--- src/rtl/pmon_pkg.sv ---
package pmon_pkg;

  localparam int REG_DW = 32;

  // control word bit positions (software-visible layout)
  localparam int CB_EVT_LO  = 0;
  localparam int CB_MASK_LO = 8;
  localparam int CB_CLR     = 17;
  localparam int CB_EDGE    = 18;
  localparam int CB_OVEN    = 20;
  localparam int CB_EN      = 22;
  localparam int CB_THR_LO  = 24;

  typedef enum logic [1:0] {
    RA_CTL    = 2'd0,
    RA_CNT_LO = 2'd1,
    RA_CNT_HI = 2'd2,
    RA_STAT   = 2'd3
  } pmon_ra_e;

  typedef struct packed {
    logic [7:0] thresh;
    logic       en;
    logic       ov_en;
    logic       edge_mode;
    logic [7:0] umask;
    logic [7:0] ev_sel;
  } pmon_ctl_t;

  function automatic pmon_ctl_t ctl_from_word(input logic [REG_DW-1:0] w);
    pmon_ctl_t c;
    c.thresh    = w[CB_THR_LO +: 8];
    c.en        = w[CB_EN];
    c.ov_en     = w[CB_OVEN];
    c.edge_mode = w[CB_EDGE];
    c.umask     = w[CB_MASK_LO +: 8];
    c.ev_sel    = w[CB_EVT_LO +: 8];
    return c;
  endfunction

  function automatic logic [REG_DW-1:0] ctl_to_word(input pmon_ctl_t c);
    logic [REG_DW-1:0] w;
    w = '0;
    w[CB_THR_LO +: 8]  = c.thresh;
    w[CB_EN]           = c.en;
    w[CB_OVEN]         = c.ov_en;
    w[CB_EDGE]         = c.edge_mode;
    w[CB_MASK_LO +: 8] = c.umask;
    w[CB_EVT_LO +: 8]  = c.ev_sel;
    return w;
  endfunction

endpackage

--- src/rtl/pmon_evt_sel.sv ---
module pmon_evt_sel #(
  parameter int NUM_EVT  = 4,
  parameter int NUM_SUB  = 8,
  parameter int LINE_W   = 2,
  parameter int EVT_BASE = 1,
  parameter int SUM_W    = 5,
  localparam int LINES_W = NUM_EVT * NUM_SUB * LINE_W
) (
  input  logic [7:0]         ev_sel,
  input  logic [7:0]         umask,
  input  logic [LINES_W-1:0] lines,
  output logic [SUM_W-1:0]   raw_inc
);

  logic [NUM_EVT*SUM_W-1:0] gated_sums;

  for (genvar gi = 0; gi < NUM_EVT; gi++) begin : g_evt
    logic [SUM_W-1:0] sum_v;
    logic             hit;

    always_comb begin
      sum_v = '0;
      for (int j = 0; j < NUM_SUB; j++) begin
        if (umask[j]) begin
          sum_v = sum_v + SUM_W'(lines[(gi*NUM_SUB + j)*LINE_W +: LINE_W]);
        end
      end
    end

    assign hit = (ev_sel == 8'(EVT_BASE + gi));
    assign gated_sums[gi*SUM_W +: SUM_W] = hit ? sum_v : '0;
  end

  // codes are distinct, so at most one slice is nonzero
  always_comb begin
    raw_inc = '0;
    for (int i = 0; i < NUM_EVT; i++) begin
      raw_inc = raw_inc | gated_sums[i*SUM_W +: SUM_W];
    end
  end

endmodule

--- src/rtl/pmon_qualify.sv ---
module pmon_qualify #(
  parameter int SUM_W = 5,
  parameter int THR_W = 8,
  localparam int CMP_W = (SUM_W > THR_W) ? SUM_W : THR_W
) (
  input  logic             clk,
  input  logic             rst_n,
  input  logic             en,
  input  logic             edge_mode,
  input  logic [THR_W-1:0] thresh,
  input  logic [SUM_W-1:0] raw_inc,
  output logic [SUM_W-1:0] delta
);

  logic             prev_q;
  logic             prev_nxt;
  logic             thr_zero;
  logic             qual;
  logic [CMP_W-1:0] raw_x;
  logic [CMP_W-1:0] thr_x;
  logic [SUM_W-1:0] level_delta;
  logic [SUM_W-1:0] edge_delta;

  assign raw_x    = CMP_W'(raw_inc);
  assign thr_x    = CMP_W'(thresh);
  assign thr_zero = (thresh == '0);

  always_comb begin
    if (thr_zero) begin
      qual        = (raw_inc != '0);
      level_delta = raw_inc;
    end else begin
      qual        = (raw_x >= thr_x);
      level_delta = SUM_W'(qual);
    end
    edge_delta = SUM_W'(qual & ~prev_q);
    if (!en) begin
      delta = '0;
    end else if (edge_mode) begin
      delta = edge_delta;
    end else begin
      delta = level_delta;
    end
    prev_nxt = en & qual;
  end

  always_ff @(posedge clk or negedge rst_n) begin
    if (!rst_n) begin
      prev_q <= 1'b0;
    end else begin
      prev_q <= prev_nxt;
    end
  end

endmodule

--- src/rtl/pmon_accum.sv ---
module pmon_accum #(
  parameter int CNT_W   = 48,
  parameter int DELTA_W = 5,
  localparam int LO_W   = 32,
  localparam int HI_W   = CNT_W - LO_W
) (
  input  logic               clk,
  input  logic               rst_n,
  input  logic               clr,
  input  logic               ld_lo,
  input  logic               ld_hi,
  input  logic [31:0]        ld_data,
  input  logic [DELTA_W-1:0] delta,
  input  logic               ov_en,
  output logic [CNT_W-1:0]   cnt_q,
  output logic               ovf_hit,
  output logic               msg_q
);

  logic [CNT_W:0]   sum_w;
  logic [CNT_W-1:0] cnt_nxt;
  logic             cnt_ce;

  assign sum_w  = {1'b0, cnt_q} + (CNT_W+1)'(delta);
  assign cnt_ce = clr | ld_lo | ld_hi | (|delta);

  always_comb begin
    cnt_nxt = cnt_q;
    ovf_hit = 1'b0;
    if (clr) begin
      cnt_nxt = '0;
    end else if (ld_lo) begin
      cnt_nxt = {cnt_q[CNT_W-1:LO_W], ld_data};
    end else if (ld_hi) begin
      cnt_nxt = {ld_data[HI_W-1:0], cnt_q[LO_W-1:0]};
    end else begin
      cnt_nxt = sum_w[CNT_W-1:0];
      ovf_hit = sum_w[CNT_W] & ov_en;
    end
  end

  always_ff @(posedge clk or negedge rst_n) begin
    if (!rst_n) begin
      cnt_q <= '0;
    end else if (cnt_ce) begin
      cnt_q <= cnt_nxt;
    end
  end

  always_ff @(posedge clk or negedge rst_n) begin
    if (!rst_n) begin
      msg_q <= 1'b0;
    end else begin
      msg_q <= ovf_hit;
    end
  end

endmodule

--- src/rtl/pmon_ctr_slice.sv ---
module pmon_ctr_slice
  import pmon_pkg::*;
#(
  parameter int NUM_EVT  = 4,
  parameter int NUM_SUB  = 8,
  parameter int LINE_W   = 2,
  parameter int CNT_W    = 48,
  parameter int EVT_BASE = 1,
  localparam int LINES_W = NUM_EVT * NUM_SUB * LINE_W,
  localparam int SUM_W   = $clog2(NUM_SUB * ((1 << LINE_W) - 1) + 1)
) (
  input  logic               clk,
  input  logic               rst_n,
  input  logic               reg_wr_en,
  input  logic [1:0]         reg_addr,
  input  logic [31:0]        reg_wdata,
  output logic [31:0]        reg_rdata,
  input  logic [LINES_W-1:0] evt_lines,
  output logic               ovf_msg
);

  // reset: asserted asynchronously, released on a clock edge
  logic [1:0] rst_pipe;
  logic       rst_sync_n;

  always_ff @(posedge clk or negedge rst_n) begin
    if (!rst_n) begin
      rst_pipe <= 2'b00;
    end else begin
      rst_pipe <= {rst_pipe[0], 1'b1};
    end
  end
  assign rst_sync_n = rst_pipe[1];

  // register decode
  logic wr_ctl, wr_lo, wr_hi, wr_stat;
  logic clr_req;
  logic unused_rsv_bits;

  assign wr_ctl  = reg_wr_en & (reg_addr == RA_CTL);
  assign wr_lo   = reg_wr_en & (reg_addr == RA_CNT_LO);
  assign wr_hi   = reg_wr_en & (reg_addr == RA_CNT_HI);
  assign wr_stat = reg_wr_en & (reg_addr == RA_STAT);
  assign clr_req = wr_ctl & reg_wdata[CB_CLR];
  assign unused_rsv_bits = ^{reg_wdata[16], reg_wdata[19], reg_wdata[21], reg_wdata[23]};

  // control register
  pmon_ctl_t ctl_q, ctl_nxt;

  always_comb begin
    ctl_nxt = ctl_q;
    if (wr_ctl) begin
      ctl_nxt = ctl_from_word(reg_wdata);
    end
  end

  always_ff @(posedge clk or negedge rst_sync_n) begin
    if (!rst_sync_n) begin
      ctl_q <= '0;
    end else if (wr_ctl) begin
      ctl_q <= ctl_nxt;
    end
  end

  // datapath
  logic [SUM_W-1:0] raw_inc;
  logic [SUM_W-1:0] delta;
  logic [CNT_W-1:0] cnt_q;
  logic             ovf_hit;

  pmon_evt_sel #(
    .NUM_EVT (NUM_EVT),
    .NUM_SUB (NUM_SUB),
    .LINE_W  (LINE_W),
    .EVT_BASE(EVT_BASE),
    .SUM_W   (SUM_W)
  ) u_sel (
    .ev_sel (ctl_q.ev_sel),
    .umask  (ctl_q.umask),
    .lines  (evt_lines),
    .raw_inc(raw_inc)
  );

  pmon_qualify #(
    .SUM_W(SUM_W),
    .THR_W(8)
  ) u_qual (
    .clk      (clk),
    .rst_n    (rst_sync_n),
    .en       (ctl_q.en),
    .edge_mode(ctl_q.edge_mode),
    .thresh   (ctl_q.thresh),
    .raw_inc  (raw_inc),
    .delta    (delta)
  );

  pmon_accum #(
    .CNT_W  (CNT_W),
    .DELTA_W(SUM_W)
  ) u_acc (
    .clk    (clk),
    .rst_n  (rst_sync_n),
    .clr    (clr_req),
    .ld_lo  (wr_lo),
    .ld_hi  (wr_hi),
    .ld_data(reg_wdata),
    .delta  (delta),
    .ov_en  (ctl_q.ov_en),
    .cnt_q  (cnt_q),
    .ovf_hit(ovf_hit),
    .msg_q  (ovf_msg)
  );

  // local status: set by overflow, cleared by write-one
  logic stat_q, stat_nxt, stat_ce;

  always_comb begin
    stat_nxt = stat_q;
    if (ovf_hit) begin
      stat_nxt = 1'b1;
    end else if (wr_stat && reg_wdata[0]) begin
      stat_nxt = 1'b0;
    end
    stat_ce = ovf_hit | wr_stat;
  end

  always_ff @(posedge clk or negedge rst_sync_n) begin
    if (!rst_sync_n) begin
      stat_q <= 1'b0;
    end else if (stat_ce) begin
      stat_q <= stat_nxt;
    end
  end

  // read mux
  always_comb begin
    unique case (pmon_ra_e'(reg_addr))
      RA_CTL:    reg_rdata = ctl_to_word(ctl_q);
      RA_CNT_LO: reg_rdata = cnt_q[31:0];
      RA_CNT_HI: reg_rdata = 32'(cnt_q[CNT_W-1:32]);
      RA_STAT:   reg_rdata = {31'b0, stat_q};
      default:   reg_rdata = '0;
    endcase
  end

endmodule

--- config.mk ---
export PLATFORM = sky130hd
export DESIGN_NAME = pmon_ctr_slice
export DESIGN_NICKNAME = d
export VERILOG_FILES = /design/src/rtl/pmon_pkg.sv /design/src/rtl/pmon_evt_sel.sv /design/src/rtl/pmon_qualify.sv /design/src/rtl/pmon_accum.sv /design/src/rtl/pmon_ctr_slice.sv
export SDC_FILE = /design/constraint.sdc
export NUM_CORES = 1
export LEC_CHECK = 0
export ABC_CLOCK_PERIOD_IN_PS = 2600
export BUFFER_PORTS_ARGS = -buffer_cell sky130_fd_sc_hd__clkbuf_2
export CAP_MARGIN = 20
export CORE_ASPECT_RATIO = 0.7
export CORE_MARGIN = 2
export CORE_UTILIZATION = 35
export CTS_CLUSTER_DIAMETER = 150
export DETAILED_ROUTE_END_ITERATION = 16
export PLACE_DENSITY = 0.59
export SYNTH_ARGS = -nofsm -noshare
export SYNTH_HDL_FRONTEND = slang
export SYNTH_HIERARCHICAL = 1
export SYNTH_SLANG_ARGS = --single-unit
--- constraint.sdc ---
create_clock -name clk -period 2.6 [get_ports clk]
set_clock_uncertainty 0.2 [all_clocks]
set_input_delay 0.52 -clock clk [delete_from_list [all_inputs] [get_ports clk]]
set_output_delay 0.52 -clock clk [all_outputs]
set_load 0.03 [all_outputs]
; After elaboration in Yosys (flattened, before gate mapping)
; Cells that the tools add are included.
[op_classes]
magnitude_cmp = 1
reduce_logical = 9
n_eq_ne = 9
add_sub_neg = 29
muxes = 49
n_bitwise = 16
[op_table]
columns = cell, n
row1 = two-way mux 5 bit, 35
row2 = two-way mux 48 bit, 3
row3 = case mux 32 bit (4 select lines), 1
row4 = adder 5 x 2 -> 5 bit, 24
row5 = adder 48 x 5 -> 49 bit, 1
row6 = "equality test 8 x 2 -> 1 bit, second input constant", 2
row7 = OR 5 bit, 3
row8 = adder 2 x 2 -> 3 bit, 4
row9 = "equality test 8 x 1 -> 1 bit, second input constant", 1
row10 = "equality test 8 x 3 -> 1 bit, second input constant", 1
row11 = greater-or-equal comparator 5 x 8 -> 1 bit, 1
row12 = zero test 8 bit, 1
row13 = two-way mux 2 bit, 4
row14 = bitwise AND 1 bit, 7
row15 = two-way mux 1 bit, 6
row16 = AND reduction 2 bit, 3
row17 = bitwise AND 1 x 5 -> 5 bit, 1
row18 = NOT 1 -> 5 bit, 1
row19 = nonzero test 5 bit, 1
row20 = OR reduction 5 bit, 1
row21 = "equality test 2 bit, second input constant", 2
row22 = OR 1 bit, 4
row23 = "inequality test 3 x 1 -> 1 bit, second input constant", 1
row24 = "equality test 2 x 1 -> 1 bit, second input constant", 1
row25 = 4 further kinds, 4
[word_totals]
input_bits = 101
reg_bits = 80
word_cells = 125

; Depth between registers and ports, before layout
[logic_depth]
depth_word = 31
depth_mapped = 44
mapped_depth_nobuf = 44

; Hierarchy
; The synthesis kept the hierarchy.
[by_module_without_submodules]
columns = module, instances, area_per_inst_um2, cells_per_inst, seq_area_each_um2
row1 = pmon_evt_sel, 1, 3935.0, 516, 0.0
row2 = pmon_accum, 1, 3439.5, 413, 1226.2
row3 = pmon_ctr_slice, 1, 1781.7, 136, 750.7
row4 = pmon_qualify, 1, 246.5, 33, 25.0

; Worst setup path before layout
; OpenSTA, ideal clock, no wires.
[synth_path]
path_kind = input-to-reg
startpoint = input evt_lines[32]
endpoint = register u_acc.cnt_q[36]
setup_time_ns = 0.129
t_required_ns = 2.271
t_arrival_ns = 9.767
path_slack_ns = -7.496
n_path_buf = 0
path_stages = 41
path_cell_list = and2_1 > ha_1 > fa_1 > nand2_1 > o21ai_0 > inv_1 > fa_1 > nand2_1 > o21ai_0 > fa_1 > mux2i_1 > inv_1 > fa_1 > nand2_1 > o21ai_0 > fa_1 > mux2i_1 > inv_1 > [... 5 more ...] > and4b_1 > o21ba_1 > mux2i_1 > nand2_1 > a221o_1 > ha_1 > or4b_1 > o221a_2 > a2111oi_2 > ha_1 > inv_1 > fa_1 > nor2b_1 > o31ai_1 > a2111oi_0 > a21oi_1 > o21ai_0 > nand3_1
[synth_via]
elab_chain_len = 27
elab_cells_between_ends = 32
[synth_lines]
columns = element, line_no
row1 = "start, declared", pmon_ctr_slice.sv:18  ; input logic [LINES_W-1:0] evt_lines,
row2 = two-way mux 2 bit (*), pmon_evt_sel.sv:24  ; if (umask[j]) begin
row3 = adder 2 x 2 -> 3 bit, pmon_evt_sel.sv:25  ; sum_v = sum_v + SUM_W'(lines[(gi*NUM_SUB + j)*LINE_W +: LINE_W]);
row4 = two-way mux 5 bit (*), pmon_evt_sel.sv:24
row5 = adder 5 x 2 -> 5 bit, pmon_evt_sel.sv:25
row6 = two-way mux 5 bit (*), pmon_evt_sel.sv:24
row7 = adder 5 x 2 -> 5 bit, pmon_evt_sel.sv:25
row8 = two-way mux 5 bit (*), pmon_evt_sel.sv:24
row9 = adder 5 x 2 -> 5 bit, pmon_evt_sel.sv:25
row10 = [... 10 more ...], n/a
row11 = via raw_inc[4], pmon_ctr_slice.sv:66  ; logic [SUM_W-1:0] raw_inc;
row12 = [... 2 more ...], n/a
row13 = bitwise AND 1 x 5 -> 5 bit, pmon_qualify.sv:36  ; edge_delta = SUM_W'(qual & ~prev_q);
row14 = two-way mux 5 bit (*), pmon_qualify.sv:39  ; end else if (edge_mode) begin
row15 = two-way mux 5 bit (*), pmon_qualify.sv:37  ; if (!en) begin
row16 = via delta[0], pmon_ctr_slice.sv:67  ; logic [SUM_W-1:0] delta;
row17 = adder 48 x 5 -> 49 bit, pmon_accum.sv:24  ; assign sum_w = {1'b0, cnt_q} + (CNT_W+1)'(delta);
row18 = two-way mux 48 bit, pmon_accum.sv:34  ; end else if (ld_hi) begin
row19 = two-way mux 48 bit, pmon_accum.sv:32  ; end else if (ld_lo) begin
row20 = two-way mux 48 bit, pmon_accum.sv:30  ; if (clr) begin
row21 = "end signal, assigned", pmon_accum.sv:46  ; cnt_q <= cnt_nxt;
row22 = "end, declared", pmon_accum.sv:15  ; output logic [CNT_W-1:0] cnt_q,
; The timed path passes the listed nets; every way through them passes the cells marked *. The select of a mux whose other input is x is not followed.
; A chain may end at the register's enable or synchronous reset.

; Worst setup path in the final report
[layout_path]
startpoint = register ctl_q[8] (netlist name)
endpoint = register u_acc.cnt_q[40]
[layout_via]
elab_chain_len = 28
elab_cells_between_ends = 81
[layout_lines]
columns = element, line_no
row1 = "start, declared", pmon_ctr_slice.sv:48  ; pmon_ctl_t ctl_q, ctl_nxt;
row2 = "start signal, assigned", pmon_ctr_slice.sv:61  ; ctl_q <= ctl_nxt;
row3 = two-way mux 2 bit, pmon_evt_sel.sv:24
row4 = adder 2 x 2 -> 3 bit, pmon_evt_sel.sv:25
row5 = two-way mux 5 bit, pmon_evt_sel.sv:24
row6 = adder 5 x 2 -> 5 bit, pmon_evt_sel.sv:25
row7 = two-way mux 5 bit, pmon_evt_sel.sv:24
row8 = adder 5 x 2 -> 5 bit, pmon_evt_sel.sv:25
row9 = two-way mux 5 bit, pmon_evt_sel.sv:24
row10 = adder 5 x 2 -> 5 bit, pmon_evt_sel.sv:25
row11 = [... 11 more ...], n/a
row12 = via raw_inc[4], pmon_ctr_slice.sv:66
row13 = [... 2 more ...], n/a
row14 = bitwise AND 1 x 5 -> 5 bit, pmon_qualify.sv:36
row15 = two-way mux 5 bit (*), pmon_qualify.sv:39
row16 = two-way mux 5 bit (*), pmon_qualify.sv:37
row17 = via delta[0], pmon_ctr_slice.sv:67
row18 = adder 48 x 5 -> 49 bit, pmon_accum.sv:24
row19 = two-way mux 48 bit, pmon_accum.sv:34
row20 = two-way mux 48 bit, pmon_accum.sv:32
row21 = two-way mux 48 bit, pmon_accum.sv:30
; Marked as above.

==> results.cfg <==
[outcome]
outcome = finished, violations left
violations = negative setup slack

[run]
drv_cap = 0

[timing]
slew_headroom_pct = 34.00
hold_ws_ns = 0.1446
finalCritPeriodShare_pct = 376.5
period_needed_ns = 9.790
rsz0062_at_grt = true
setup_violations = 51
slew_violations = 0
hold_violations = 0
timing.fmax_mhz = 102.1
layout_setup_ws_ns = -7.190
tightestPinTransition_ns = 0.9809

[final_layout]
drive_gt1_share_pct = 45.71
syn_to_final_growth_pct = 52.07
final_area_um2 = 14300
final_util_pct = 53.78
final_cell_mix = buf_4, clkbuf_2, nand2_1
nNetsFinal = 1727
nFillCells = 2470
num_antenna_cells = 0
layout_commonest_cell = buf_4
instances_no_fill = 1904

[route]
drt_wl_total_mm = 37.10
vias = 10340
dr.pass1.iters = 5
drtIter0Drc = 992
drc = 0
postRouteAntennaNets = 0
vias_per_cell = 5.433
wl_per_cell_um = 19.49

[critical_path]
crit_path_start_kind = register
critPathMaxFanout = 5
cpMaxStageDelayCell = fa_1
startpoint = ctl_q[8]
critPathKind = reg -> reg
cpPeakStageDelay_ns = 0.50
rr_startpoint = ctl_q[8]
reg2reg_to = u_acc/cnt_q[40]
endpoint = u_acc/cnt_q[40]
arrival_ns = 9.82
cp-end-kind = register
cp.required_ns = 2.63
ff2ff_path_depth = 45
rrSetupSlack_ns = -7.19

[global_routing]
grt_pass1_vias = 10170
track_usage_pct = 26.54
grt.overflow.total = 0
antenna_found_initial = 0
grt_pass1_wl_mm = 57.13
grt_max_degree = 42

[yosys]
ys_seq_elements = 80
synth_area_leaders = dfrtp_1, ha_1, fa_1
yosysTopAreaCellShare_pct = 21.29
syn_area_um2 = 9403
synth_top_area_cell = dfrtp_1
syn_nets = 1290
synthFlopType = dfrtp_1
async_flop_share_pct = 100.0
netlist_instances = 1098
yosys_warnings = 6
synth-edff-count = 0
seq_area_frac_synth_pct = 21.29
synth_cell_type_count = 93
avgSynthCellArea_um2 = 8.564

[floorplan]
fp.dieH_um = 141.1
pin_count = 134
core_um2 = 26590
chipWidth_um = 199.9
dieArea_um2 = 28210
num_rows = 50
initial_core_util_pct = 35.36

[hold_path]
holdCritPathClass = reg -> async

[placement]
placed_cells = 1832
place_area_um2 = 12820
io_buffers = 133
routabilityCongestion = 0.9805
dp_hpwl_mm = 29.25

[cts]
clk_pin_slew_worst_paths_ns = 0.07
h-tree-depth = 3
cts_buffer_depth = 2
clock_latency_ns = 0.35
cts_tree = yes
cts_inserted_buffers = 9
clock_sinks = 80
root_buffer = clkbuf_16

[power_and_ir_drop]
max-vdd-ir-drop_mv = 0.3219
leakage_nw = 6.639
powerDensity_nw_per_um2 = 691.9
-- synthesized netlist by cell type (10+ instances only) --
cell and count:
fa_1 29, o211ai_1 11, ha_1 62, nor4_1 14, o2bb2ai_1 19, dfrtp_1 80, mux2_2 30, a21oi_1 46
inv_1 78, mux2i_1 43, mux2_4 22, nor3_1 20, and3_1 11, nand4_1 29, xor2_1 14, clkbuf_1 30
nand2_1 109, nor2b_1 17, nand3_1 40, xnor2_1 34, nor2_1 75, and2_1 22, o311ai_0 11, a21o_1 21
a22oi_1 10, o21ai_0 55
-- stage by stage --
step / TNS, ns / worst slack [ns] / total power, mW
finish: -352.08 / -7.190 / 9.893
global placement: -351.00 / -7.219 / 7.735
floorplan: -323.63 / -6.772 / 5.346
detailed placement: -359.61 / -7.366 / 7.889
global route: -374.66 / -7.618 / 10.69
CTS: -351.95 / -7.177 / 9.668
-- sequential cells by signal, summed over array words and instances, names as in the netlist --
| signal | cells |
|---|---|
| u_acc/msg_q | 1 |
| rst_pipe | 2 |
| u_acc/cnt_q | 48 |
| stat_q | 1 |
| ctl_q | 27 |
| u_qual/prev_q | 1 |
-- report_power, final --
| part | leakage, nW | switching (mW) | internal (mW) |
|---|---|---|---|
| combinational | 5.51 | 3.42 | 3.56 |
| clock | 0.130 | 0.549 | 0.672 |
| sequential | 0.998 | 0.238 | 1.45 |
-- per-layer routing --
layer  vias to the layer above  part of all wire (%)  global-route usage (%)
met5                         -                     0                       0
met4                         0                   1.5                   4.678
met3                        46                   8.6                   6.483
met2                       389                    41                   38.47
met1                      5029                    49                   39.89
li1                       4880                     -                       -
-- worst max-delay path, delay by kind of cell, from the launching register on --
kind,cells,cell delay (ns)
buf+inv,7,0.64
flops,1,0.45
mux,2,0.33
fa+ha+maj,10,3.86
compound gates,13,2.27
simple gates,11,1.58
xor+xnor,2,0.31
-- kinds of logic after synthesis --
family	share of synthesized area (%)
buf+inv	6.015
fa+ha+maj	14.42
mux	11.92
compound gates	18.56
flops	21.29
xor+xnor	5.456
other cells	0.03988
simple gates	22.29
-- layout make-up --
type | count | area (µm²) | share of cell area [%]
inverters | 78 | 292.8 | 2.048
well taps | 364 | 455.4 | 3.185
repair buffers | 476 | 3536 | 24.73
multi-input cells | 890 | 7740 | 54.13
clock buffers | 13 | 250.2 | 1.750
clock inverters | 3 | 17.52 | 0.1225
flip-flops and latches | 80 | 2007 | 14.04
-- worst min-delay path by stage --
| stage | start | endpoint |
|---|---|---|
| floorplan | rst_n | rst_pipe[0] |
| global placement | rst_n | rst_pipe[0] |
| detailed placement | rst_n | rst_pipe[0] |
| CTS | rst_pipe[0] | rst_pipe[1] |
| global route | rst_pipe[0] | rst_pipe[1] |
| finish | rst_pipe[1] | u_acc/cnt_q[36] |
-- repair_timing --
action	in CTS	in global routing
hold endpoints to repair	2	0
gates cloned	1	0
setup buffers	54	25
hold buffers	1	0
resized for setup	109	59
endpoints found under the setup margin	52	52
pin swaps	64	79
(Power assumes the default switching activity.)
